==> src/rtl/beep_pkg.sv <==
package beep_pkg;

    typedef enum logic [1:0] {
        MODE_OFF    = 2'd0,
        MODE_ONCE   = 2'd1,
        MODE_REPEAT = 2'd2,
        MODE_HOLD   = 2'd3
    } beep_mode_e;

    typedef enum logic [1:0] {
        ST_IDLE = 2'd0,
        ST_TONE = 2'd1,
        ST_GAP  = 2'd2
    } beep_state_e;

    // scale degrees per octave in the note table
    localparam int NOTE_STEPS = 7;

endpackage

==> src/rtl/beep_note_rom.sv <==
module beep_note_rom
    import beep_pkg::*;
#(
    parameter int NOTE_W    = 4,
    parameter int BASE_HALF = 48,
    parameter int HALF_W    = 6
) (
    input  logic [NOTE_W-1:0] note_sel,
    output logic [HALF_W-1:0] half_len
);
    localparam int NOTES = 2 ** NOTE_W;

    // Half-period in samples for one note: major-scale ratios, one octave per 7 codes
    function automatic int half_of(input int idx);
        int d;
        int o;
        int num;
        int den;
        d = idx % NOTE_STEPS;
        o = idx / NOTE_STEPS;
        case (d)
            0:       begin num = 1;  den = 1; end
            1:       begin num = 9;  den = 8; end
            2:       begin num = 5;  den = 4; end
            3:       begin num = 4;  den = 3; end
            4:       begin num = 3;  den = 2; end
            5:       begin num = 5;  den = 3; end
            default: begin num = 15; den = 8; end
        endcase
        return (BASE_HALF * den) / (num << o);
    endfunction

    logic [HALF_W-1:0] tbl [NOTES];

    for (genvar g = 0; g < NOTES; g++) begin : g_note
        assign tbl[g] = HALF_W'(half_of(g));
    end

    assign half_len = tbl[note_sel];

endmodule

==> src/rtl/beep_span.sv <==
module beep_span #(
    parameter int ONT_W    = 4,
    parameter int OFFT_W   = 3,
    parameter int ON_UNIT  = 4128,
    parameter int OFF_UNIT = 57600,
    parameter int DUR_W    = 19
) (
    input  logic [ONT_W-1:0]  on_code,
    input  logic [OFFT_W-1:0] off_code,
    output logic [DUR_W-1:0]  on_len,
    output logic [DUR_W-1:0]  off_len
);
    // Lengths grow linearly with the code, counted in samples
    assign on_len  = DUR_W'((int'(on_code)  + 1) * ON_UNIT);
    assign off_len = DUR_W'((int'(off_code) + 1) * OFF_UNIT);

endmodule

==> src/rtl/beep_level.sv <==
module beep_level #(
    parameter int DATA_W = 24,
    parameter int VOL_W  = 5
) (
    input  logic [VOL_W-1:0]         vol,
    output logic signed [DATA_W-1:0] amp_pos,
    output logic signed [DATA_W-1:0] amp_neg
);
    localparam int SHIFT = DATA_W - 1 - VOL_W;

    if (SHIFT >= 0) begin : g_up
        assign amp_pos = $signed(DATA_W'(vol) << SHIFT);
    end else begin : g_down
        assign amp_pos = $signed(DATA_W'(vol >> (-SHIFT)));
    end

    assign amp_neg = -amp_pos;

endmodule

==> src/rtl/beep_gen.sv <==
module beep_gen
    import beep_pkg::*;
#(
    parameter int DATA_W    = 24,
    parameter int VOL_W     = 5,
    parameter int NOTE_W    = 4,
    parameter int ONT_W     = 4,
    parameter int OFFT_W    = 3,
    parameter int BASE_HALF = 48,
    parameter int ON_UNIT   = 4128,
    parameter int OFF_UNIT  = 57600
) (
    input  logic                     clk,
    input  logic                     rst_n,
    input  logic                     smp_stb,
    input  logic [NOTE_W-1:0]        note_sel,
    input  logic [ONT_W-1:0]         on_code,
    input  logic [OFFT_W-1:0]        off_code,
    input  logic [1:0]               mode,
    input  logic [VOL_W-1:0]         vol,
    output logic signed [DATA_W-1:0] beep_out
);
    localparam int HALF_W   = $clog2(BASE_HALF + 1);
    localparam int ON_MAX   = (2 ** ONT_W) * ON_UNIT;
    localparam int OFF_MAX  = (2 ** OFFT_W) * OFF_UNIT;
    localparam int SPAN_MAX = (ON_MAX > OFF_MAX) ? ON_MAX : OFF_MAX;
    localparam int DUR_W    = $clog2(SPAN_MAX + 1);

    typedef struct packed {
        beep_state_e              st;
        logic                     pos;
        logic [HALF_W-1:0]        half;
        logic [DUR_W-1:0]         dur;
        beep_mode_e               prev;
        logic signed [DATA_W-1:0] out;
    } regs_t;

    regs_t r_q, r_d;

    logic [HALF_W-1:0]        half_len;
    logic [DUR_W-1:0]         on_len;
    logic [DUR_W-1:0]         off_len;
    logic signed [DATA_W-1:0] amp_pos;
    logic signed [DATA_W-1:0] amp_neg;
    beep_mode_e               mode_e;
    logic                     once_req;

    beep_note_rom #(
        .NOTE_W   (NOTE_W),
        .BASE_HALF(BASE_HALF),
        .HALF_W   (HALF_W)
    ) u_rom (
        .note_sel(note_sel),
        .half_len(half_len)
    );

    beep_span #(
        .ONT_W   (ONT_W),
        .OFFT_W  (OFFT_W),
        .ON_UNIT (ON_UNIT),
        .OFF_UNIT(OFF_UNIT),
        .DUR_W   (DUR_W)
    ) u_span (
        .on_code (on_code),
        .off_code(off_code),
        .on_len  (on_len),
        .off_len (off_len)
    );

    beep_level #(
        .DATA_W(DATA_W),
        .VOL_W (VOL_W)
    ) u_level (
        .vol    (vol),
        .amp_pos(amp_pos),
        .amp_neg(amp_neg)
    );

    assign mode_e   = beep_mode_e'(mode);
    // single-burst request: mode has just entered MODE_ONCE
    assign once_req = (mode_e == MODE_ONCE) && (r_q.prev != MODE_ONCE);

    always_comb begin
        r_d = r_q;
        if (smp_stb) begin
            r_d.prev = mode_e;
            unique case (r_q.st)
                ST_IDLE: begin
                    if (mode_e == MODE_HOLD || mode_e == MODE_REPEAT || once_req) begin
                        r_d.st   = ST_TONE;
                        r_d.pos  = 1'b1;
                        r_d.half = half_len - HALF_W'(1);
                        r_d.dur  = on_len - DUR_W'(1);
                        r_d.out  = amp_pos;
                    end else begin
                        r_d.out = '0;
                    end
                end
                ST_TONE: begin
                    if (mode_e == MODE_OFF && r_q.half == '0) begin
                        // half-period complete: stop cleanly
                        r_d.st  = ST_IDLE;
                        r_d.out = '0;
                    end else if (mode_e != MODE_HOLD && r_q.dur == '0) begin
                        if (mode_e == MODE_REPEAT) begin
                            r_d.st  = ST_GAP;
                            r_d.dur = off_len - DUR_W'(1);
                        end else begin
                            r_d.st = ST_IDLE;
                        end
                        r_d.out = '0;
                    end else begin
                        if (mode_e != MODE_HOLD) begin
                            r_d.dur = r_q.dur - DUR_W'(1);
                        end
                        if (r_q.half == '0) begin
                            r_d.pos  = ~r_q.pos;
                            r_d.half = half_len - HALF_W'(1);
                        end else begin
                            r_d.half = r_q.half - HALF_W'(1);
                        end
                        r_d.out = r_d.pos ? amp_pos : amp_neg;
                    end
                end
                ST_GAP: begin
                    if (mode_e != MODE_REPEAT) begin
                        r_d.st  = ST_IDLE;
                        r_d.out = '0;
                    end else if (r_q.dur == '0) begin
                        r_d.st   = ST_TONE;
                        r_d.pos  = 1'b1;
                        r_d.half = half_len - HALF_W'(1);
                        r_d.dur  = on_len - DUR_W'(1);
                        r_d.out  = amp_pos;
                    end else begin
                        r_d.dur = r_q.dur - DUR_W'(1);
                        r_d.out = '0;
                    end
                end
                default: begin
                    r_d.st  = ST_IDLE;
                    r_d.out = '0;
                end
            endcase
        end
    end

    always_ff @(posedge clk) begin
        if (!rst_n) begin
            r_q <= '{st: ST_IDLE, pos: 1'b0, half: '0, dur: '0, prev: MODE_OFF, out: '0};
        end else begin
            r_q <= r_d;
        end
    end

    assign beep_out = r_q.out;

endmodule

==> config.mk <==
export PLATFORM = sky130hd
export DESIGN_NAME = beep_gen
export DESIGN_NICKNAME = d
export VERILOG_FILES = /design/src/rtl/beep_pkg.sv /design/src/rtl/beep_note_rom.sv /design/src/rtl/beep_span.sv /design/src/rtl/beep_level.sv /design/src/rtl/beep_gen.sv
export SDC_FILE = /design/constraint.sdc
export NUM_CORES = 1
export LEC_CHECK = 0
export BUFFER_PORTS_ARGS = -buffer_cell sky130_fd_sc_hd__buf_2
export CAP_MARGIN = 10
export CORE_MARGIN = 5
export CORE_UTILIZATION = 60
export DETAILED_ROUTE_END_ITERATION = 10
export PLACE_DENSITY = 0.82
export SLEW_MARGIN = 20
export SYNTH_ARGS = -nofsm -noshare
export SYNTH_HDL_FRONTEND = slang
export SYNTH_SLANG_ARGS = --single-unit
==> constraint.sdc <==
create_clock -name clk -period 4 [get_ports clk]
set_input_delay 0.2 -clock clk [delete_from_list [all_inputs] [get_ports clk]]
set_output_delay 0.2 -clock clk [all_outputs]
set_load 0.02 [all_outputs]
### After elaboration in Yosys (flattened, before gate mapping)

Memory sizes are Yosys's and may differ from the RTL's.
Cells that the tools add are included.

| storage, ports and cells | value |
|---|---|
| bits in read-only memories | 96 |
| input port bits | 21 |
| output and inout port bits | 24 |
| register bits after elaboration | 54 |
| logic and storage cells | 80 |
| memories kept | 1 |

| operators by class | value |
|---|---|
| equality and inequality tests | 17 |
| reduce and logical (&&, ||, !) cells | 13 |
| magnitude comparators | 1 |
| multiply operators | 2 |
| bitwise logic cells | 2 |
| add/sub/neg operators | 8 |
| multiplexer cells | 30 |

Memories:

| name | words | width | rd ports | clocked after Yosys merged registers in | wr ports | line | text |
|---|---|---|---|---|---|---|---|
| (no name shown) | 16 | 6 | 1 | 0 | 0 | beep_note_rom.sv:39 | `assign half_len = tbl[note_sel];` |

Operator list:

| kind | count |
|---|---|
| $pmux W26 S3 | 1 |
| $mux W19 | 4 |
| $mux W24 | 3 |
| $pmux W24 S3 | 1 |
| $mux W23 | 3 |
| $sub A19 B1 Y19 const B | 3 |
| $mux W26 | 2 |
| $mul A32 B9 Y11 const B | 1 |
| $mul A32 B9 Y14 const B | 1 |
| $mux W28 | 1 |
| $neg A23 Y24 | 1 |
| $logic_not A19 Y1 | 1 |
| $mux W6 | 3 |
| $ne A2 B2 Y1 const B | 7 |
| $reduce_and A7 Y1 | 2 |
| $ne A3 B3 Y1 const B | 4 |
| $sub A6 B1 Y6 const B | 2 |
| $mux W9 | 1 |
| $mux W2 | 4 |
| $mux W7 | 1 |
| $eq A2 B2 Y1 const B | 3 |
| $logic_not A6 Y1 | 1 |
| $pmux W2 S3 | 1 |
| $add A4 B1 Y5 const B | 1 |
| other kinds (12) | 21 |

### Logic depth before layout (Yosys ltp)

Gate-level depths: netlist of run 1.

| logic depth | value |
|---|---|
| depth in word-level cells | 10 |
| mapped depth | 12 |
| gate-level depth less buffers | 11 |

### Cells and area by module

A second synthesis of run 1 with hierarchy kept.

| second synthesis, totals | value |
|---|---|
| cells, all modules | 656 |
| area total of the unflattened synthesis | 5238.8 um^2 |

By module, submodules not included:

| module | cells each | seq. area each (um^2) | area an instance (um^2) | times used |
|---|---|---|---|---|
| beep_gen | 520 | 1081.0 | 4165.2 | 1 |
| beep_span | 61 | 0.0 | 494.2 | 1 |
| beep_level | 53 | 0.0 | 399.1 | 1 |
| beep_note_rom | 22 | 0.0 | 180.2 | 1 |

### Least setup slack after synthesis of run 1

OpenSTA, ideal clock, no wires.

| timing | value |
|---|---|
| kind | input port to flip-flop |
| start point | in off_code[0] |
| end point | reg r_q[43] (netlist name) |
| cell stages on the path | 12 |
| slack | 1.160 ns |
| buffers on the path | 1 |
| arrival | 2.723 ns |
| library setup time | 0.117 ns |
| required time | 3.883 ns |
| cells stage by stage | ha_1 -> clkbuf_1 -> xnor2_1 -> ha_1 -> ha_1 -> ha_1 -> ha_1 -> xor2_1 -> o32ai_1 -> o211ai_1 -> a21o_1 -> a32o_1 |

| on the way | value |
|---|---|
| cells in the longest elaborated chain, start to end | 7 |

RTL lines:

| what | line | text |
|---|---|---|
| start, declared | beep_gen.sv:18 | `input logic [OFFT_W-1:0] off_code,` |
| $add A3 B1 Y4 | beep_span.sv:15 | `assign off_len = DUR_W'((int'(off_code) + 1) * OFF_UNIT);` |
| $mul A32 B9 Y11 | beep_span.sv:15 |  |
| $sub A19 B1 Y19 | beep_gen.sv:107 | `r_d.dur = off_len - DUR_W'(1);` |
| $mux W19 | beep_gen.sv:105 | `if (mode_e == MODE_REPEAT) begin` |
| $mux W19 | beep_gen.sv:104 | `end else if (mode_e != MODE_HOLD && r_q.dur == '0) begin` |
| $mux W26 | beep_gen.sv:100 | `if (mode_e == MODE_OFF && r_q.half == '0) begin` |
| $pmux W26 S3 | beep_gen.sv:87 | `unique case (r_q.st)` |
| end signal, assigned | beep_gen.sv:150 | `r_q <= '{st: ST_IDLE, pos: 1'b0, half: '0, dur: '0, prev: MODE_OFF, out: '0};` |
| end signal, assigned | beep_gen.sv:152 | `r_q <= r_d;` |
| end, declared | beep_gen.sv:38 | `regs_t r_q, r_d;` |

Every way passes these cells. The select of a mux whose other input is x is not followed.
A chain may end at the register's enable or synchronous reset.

### Final worst setup path of run 1

| timing | value |
|---|---|
| start point | reg r_q[26] (netlist name) |
| end point | reg r_q[42] (netlist name) |

| on the way | value |
|---|---|
| cells in the longest elaborated chain, start to end | 5 |
| elaborated cells on any way between the ends | 12 |
| classes of those cells | add/sub (1); eq/ne (2); mux (6); reduce/logical (3) |

RTL lines:

| what | line |
|---|---|
| $sub A19 B1 Y19 / $logic_not A19 Y1 (equally long branches) | -- |
| $mux W19 / $logic_and A1 B1 Y1 (equally long branches) | beep_gen.sv:113, beep_gen.sv:104 |
| $mux W19 | beep_gen.sv:104 |
| $mux W26 | beep_gen.sv:100 |
| $pmux W26 S3 | beep_gen.sv:87 |

Parallel ways exist; a longest one is shown, timed or not. The select of a mux whose other input is x is not followed.

==> impl_metrics.ini, run 1 <==
[drt]
drt_pre_antenna_iters = 5
postRouteAntennaNets = 0
drt-wirelength-per-cell_um = 16.8
drc_errors = 0
via_per_inst = 6.59
drt_iter0_drc = 339
drt-total-wl_um = 9620
vias = 3784

[place]
dp.cells = 566
place_hpwl_um = 7180
gp_congestion = 1.03
portBuffers = 26

[synthesis]
avgSynthCellArea_um2 = 7.47
synth_most_common_cell = o21ai_0
yosys_most_used_dff = dfxtp_1
synthArstFlopShare_pct = 0
synthTopCellsByCount = 40 x o21ai_0, 38 x nand2_1, 36 x dfxtp_1
ys_ff_latch = 36
syn-cell-area_mm2 = 0.00373
ys_seq_area_share_pct = 19.3
yosys.cell_types.count = 76
syn_inst = 500
synth_top_area_share_pct = 19.3
yosys_warnings = 0
synth_area_leaders = dfxtp_1 19%, ha_1 9.0%, o21ai_0 5.4%, buf_4 4.8%, xnor2_1 4.5%
synth_edf_count = 0
yosysTopAreaCell = dfxtp_1

[floorplan]
placementRows = 28
chipHeight_um = 88.9
boundaryPins = 45
start_util_pct = 62.3
core_mm2 = 0.00599
die_area_mm2 = 0.00790
die_w_um = 88.9

[grt]
antenna_found_initial = 0
grt_pass1_vias = 3470
grt_overflow = 0
grt_max_degree = 28
grt_pass1_wl_um = 15600
grt.total_usage_pct = 24.5

[setup_path]
critPathMaxFanout = 15
setup.worst_path.end_class = flip-flop
worstSetupPathType = flip-flop to flip-flop
crit_slowest_cell = or4b_1
required_ps = 4220
cpPeakStageDelay_ps = 640
crit_arrival_ps = 3400
crit_path_start_kind = flip-flop
path_cells = inv_1, ha_1, or4b_1, nand2b_1, nor3_1, a311oi_2, o221a_2, a221oi_2
critical-path-top-delay-family = simple AND/OR/NAND/NOR gates
path_buf_inv = 1
r2r_slack_ps = 820

[sta]
final_hold_viol_count = 0
finClkSkew_ps = 10.4
maxSlewHeadroom_pct = 32.7
fin_crit_sh_pct = 79.6
finalSetupViolCount = 0
slew_viol_final = 0
fmax_ghz = 0.314
worst_pin_slew_ps = 1010
tns_ps = 0
rsz0062_at_grt = no
fin_crit_ps = 3180

[pwr]
peakVddDrop_mv = 0.212
p_leak_nw = 1.52
power_density_mw_per_mm2 = 338

[clock_tree]
clk_path_buf_depth = 2
htreeDepth = 2
clk_latency_ps = 290
cts.sinks = 36
cts_hold_buf = 0
ctsResizeCount = 0
cts_tree = yes
clock-root-buffer = clkbuf_8
numCtsBuffers = 5
path_clk_slew_ps = 80
post_cts_buffers = 0

[status]
status = complete, no violations

[final_layout]
drive_above_1_share_pct = 10.4
num_antenna_cells = 0
stdcell_count = 574
syn_to_final_growth_pct = 2.61
finalNetCount = 546

[hold_path]
hold_class = input port to flip-flop

[flow_run]
drv_cap = 0
## path summary, 6_finish.rpt
path                                   start            to  depth (start not counted)
worst max register to register       r_q[26]       r_q[42]                          8
worst min-delay path                  vol[4]  beep_out[22]                          3
worst max-delay path                 r_q[26]       r_q[42]                          8
worst min register to register  beep_out[20]  beep_out[20]                          2
## per-layer routing
| metal | up-vias | track usage (%) | part of all wire, % |
|---|---|---|---|
| li1 | 1795 | - | - |
| met1 | 1715 | 30.5 | 42 |
| met2 | 218 | 40.1 | 46 |
| met3 | 56 | 4.66 | 8.1 |
| met4 | 0 | 12.4 | 4.5 |
| met5 | - | 0 | 0 |
## cell usage in the layout, fill, tap and decap left out, types with 8 or more instances in the layout
master,n
a21oi_1,31
a31oi_1,9
buf_2,26
conb_1,18
dfxtp_1,36
ha_1,27
inv_1,26
nand2_1,38
nand2b_1,13
nand3_1,9
nor2_1,30
nor3_1,17
o211ai_1,10
o21ai_0,40
xnor2_1,19
xor2_1,8
## state kept, by name, indices dropped and copies added (netlist names)
signal	flops
r_q	30
beep_out	6
## through the flow
stage          utilization, %  instance area [um2]  hold slack (ps)  setup slack, ps  total power [mW]
6_report                 64.0                 3830              180              817              1.29
5_1_grt                  64.0                 3830              205              594              1.37
4_1_cts                  64.0                 3830              174              892              1.28
3_5_place_dp             62.4                 3740              447              863              1.01
3_3_place_gp             62.4                 3740              438              939             0.995
2_1_floorplan               -                 3800              336             1160             0.904
## logic make-up (layout without fill, tap and decap cells)
kind of cell | after synthesis | in the layout | share of synthesized area (%)
other | 1 | 18 | 0.100
and+or+nand+nor | 159 | 159 | 22.6
adders and majority gates | 27 | 27 | 9.05
xor gates and xnor gates | 27 | 27 | 6.33
AOI/OAI and AO/OA | 161 | 161 | 29.4
buffers and inverters | 82 | 64 | 11.0
muxes | 7 | 7 | 2.25
DFF | 36 | 36 | 19.3
## power breakdown
part	internal [mW]	leakage [nW]	total (mW)	switching (mW)
sequential	0.395	0.296	0.437	0.0417
combinational	0.220	1.18	0.585	0.365
clock	0.141	0.0455	0.272	0.132
total	0.757	1.52	1.29	0.538
## layout make-up
cell class	instances	area (um2)
fillers	520	2160
flip-flops and latches	36	721
repair buffers	29	153
multi-input cells	399	2670
inverters	27	101
well taps	75	93.8
clock buffers	8	90.1
## worst register-to-register path: cells and delay by family (launching register included)
kind,cells,cell delay [ps]
AOI/OAI and AO/OA,3,1060
adders and majority gates,1,220
buffers and inverters,1,90
DFF,1,340
and+or+nand+nor,3,1390
(Power assumes the default switching activity.)
==> run 2: changes to the inputs <==
==> constraint.sdc (replaced) <==
create_clock -name clk -period 3.1 [get_ports clk]
set_input_delay 0.155 -clock clk [delete_from_list [all_inputs] [get_ports clk]]
set_output_delay 0.155 -clock clk [all_outputs]
set_load 0.02 [all_outputs]
==> run 2 against run 1 <==
Cell area increased by 2.9%; clock power increased by 36%; die area unchanged; total power increased by 34%; sequential power increased by 29%; hold slack got worse by 26 ps; via count increased by 2.0%; clock skew decreased by 4.4 ps; combinational power increased by 37%; maximum frequency increased by 11%; first-iteration DRC count decreased by 6.2%; sequential share of layout area decreased by 0.53 points; critical endpoint is now r_q[53]; largest cell class unchanged; largest power group unchanged.
==> impl_metrics.ini, run 2 (same netlist as run 1, synthesis figures left out) <==
[drt]
drt-wirelength-per-cell_um = 17.0
drt-total-wl_um = 9980
via_per_inst = 6.58
vias = 3860
postRouteAntennaNets = 0
drc_errors = 0
drt_pre_antenna_iters = 5
drt_iter0_drc = 318

[clock_tree]
cts.sinks = 36
numCtsBuffers = 5
path_clk_slew_ps = 70
clk_path_buf_depth = 2
post_cts_buffers = 0
cts_hold_buf = 0
htreeDepth = 2
clk_latency_ps = 290
cts_tree = yes
clock-root-buffer = clkbuf_8
ctsResizeCount = 0

[sta]
final_hold_viol_count = 0
worst_slack_ps = 237
whs_ps = 154
fin_crit_sh_pct = 92.4
fmax_ghz = 0.349
maxSlewHeadroom_pct = 59.0
tns_ps = 0
finClkSkew_ps = 5.95
rsz0062_at_grt = no
finalSetupViolCount = 0
worst_pin_slew_ps = 609
slew_viol_final = 0
fin_crit_ps = 2860

[final_layout]
stdcell_count = 587
largest-register = r_q
drive_above_1_share_pct = 13.1
fillerInstances = 509
num_antenna_cells = 0
largest_reg_flops = 30
final_core_util_pct = 65.8
final_common_cell = o21ai_0
finish.instance_area_mm2 = 0.00394
finalNetCount = 560
syn_to_final_growth_pct = 5.60
layout_common_cells = 40 x o21ai_0, 38 x nand2_1, 36 x dfxtp_1

[setup_path]
critPathMaxFanout = 10
worstSetupPathType = flip-flop to flip-flop
crit_arrival_ps = 3030
crit_path_start_kind = flip-flop
required_ps = 3270
setup.worst_path.end_class = flip-flop

[place]
post-place-ws_ps = 207
dp.cells = 580
portBuffers = 26
place_hpwl_um = 7520
placed_cell_area_mm2 = 0.00385
gp_congestion = 1.00

[pwr]
p_total_mw = 1.73
power_density_mw_per_mm2 = 440
peakVddDrop_mv = 0.235
p_leak_nw = 1.59

[floorplan]
die_area_mm2 = 0.00790
start_util_pct = 62.3
boundaryPins = 45
core_mm2 = 0.00599
die_w_um = 88.9
chipHeight_um = 88.9
placementRows = 28

[grt]
grt.total_usage_pct = 25.7
antenna_found_initial = 0
grt_overflow = 0
grt_pass1_wl_um = 16300
grt_max_degree = 28
grt_pass1_vias = 3504

[status]
status = complete, no violations

[flow_run]
drv_cap = 0

[hold_path]
hold_class = input port to flip-flop
[run 2: cell count changes in the layout (fill, tap and decap cells not counted)]
| cell | delta |
|---|---|
| clkbuf_1 | -2 |
| buf_4 | +14 |
| clkbuf_8 | +1 |
[run 2: critical path: stages, from the launching register on]
cell and delay [ps]:
dfxtp_1 370, or4_1 710, nor2_1 410, a41oi_1 340, a221oi_1 570, mux2i_1 270
nor2_1 50
[run 2: path summary, 6_finish.rpt]
kind / slack, ps / end / startpoint / cells after the start
hold reg to reg: 460 / beep_out[20] / beep_out[20] / 2
setup / recovery: 240 / r_q[53] / r_q[31] / 6
hold / removal: 150 / beep_out[22] / vol[4] / 3
setup reg to reg: 240 / r_q[53] / r_q[31] / 6
[run 2: metal layers]
layer  wire length, um  vias to the layer above  part of all wire, %  GRT usage, %
met4               361                        0                  3.6          8.93
met2              4790                      217                   48          44.4
met1              3940                     1788                   40          32.2
li1                  -                     1817                    -             -
met5                 0                        -                    0             0
met3               878                       38                  8.8          4.28
[run 2: cell type report]
type,instances,area [um2],area share (%)
multi-input cells,399,2670,67.8
flip-flops and latches,36,721,18.3
repair buffers,43,258,6.54
inverters,27,101,2.57
well taps,75,93.8,2.38
clock buffers,7,96.3,2.44
[run 2: report_power, final]
group	total, mW	internal (mW)	switching [mW]
Clock	0.371	0.198	0.173
Sequential	0.564	0.510	0.0533
Combinational	0.799	0.316	0.482
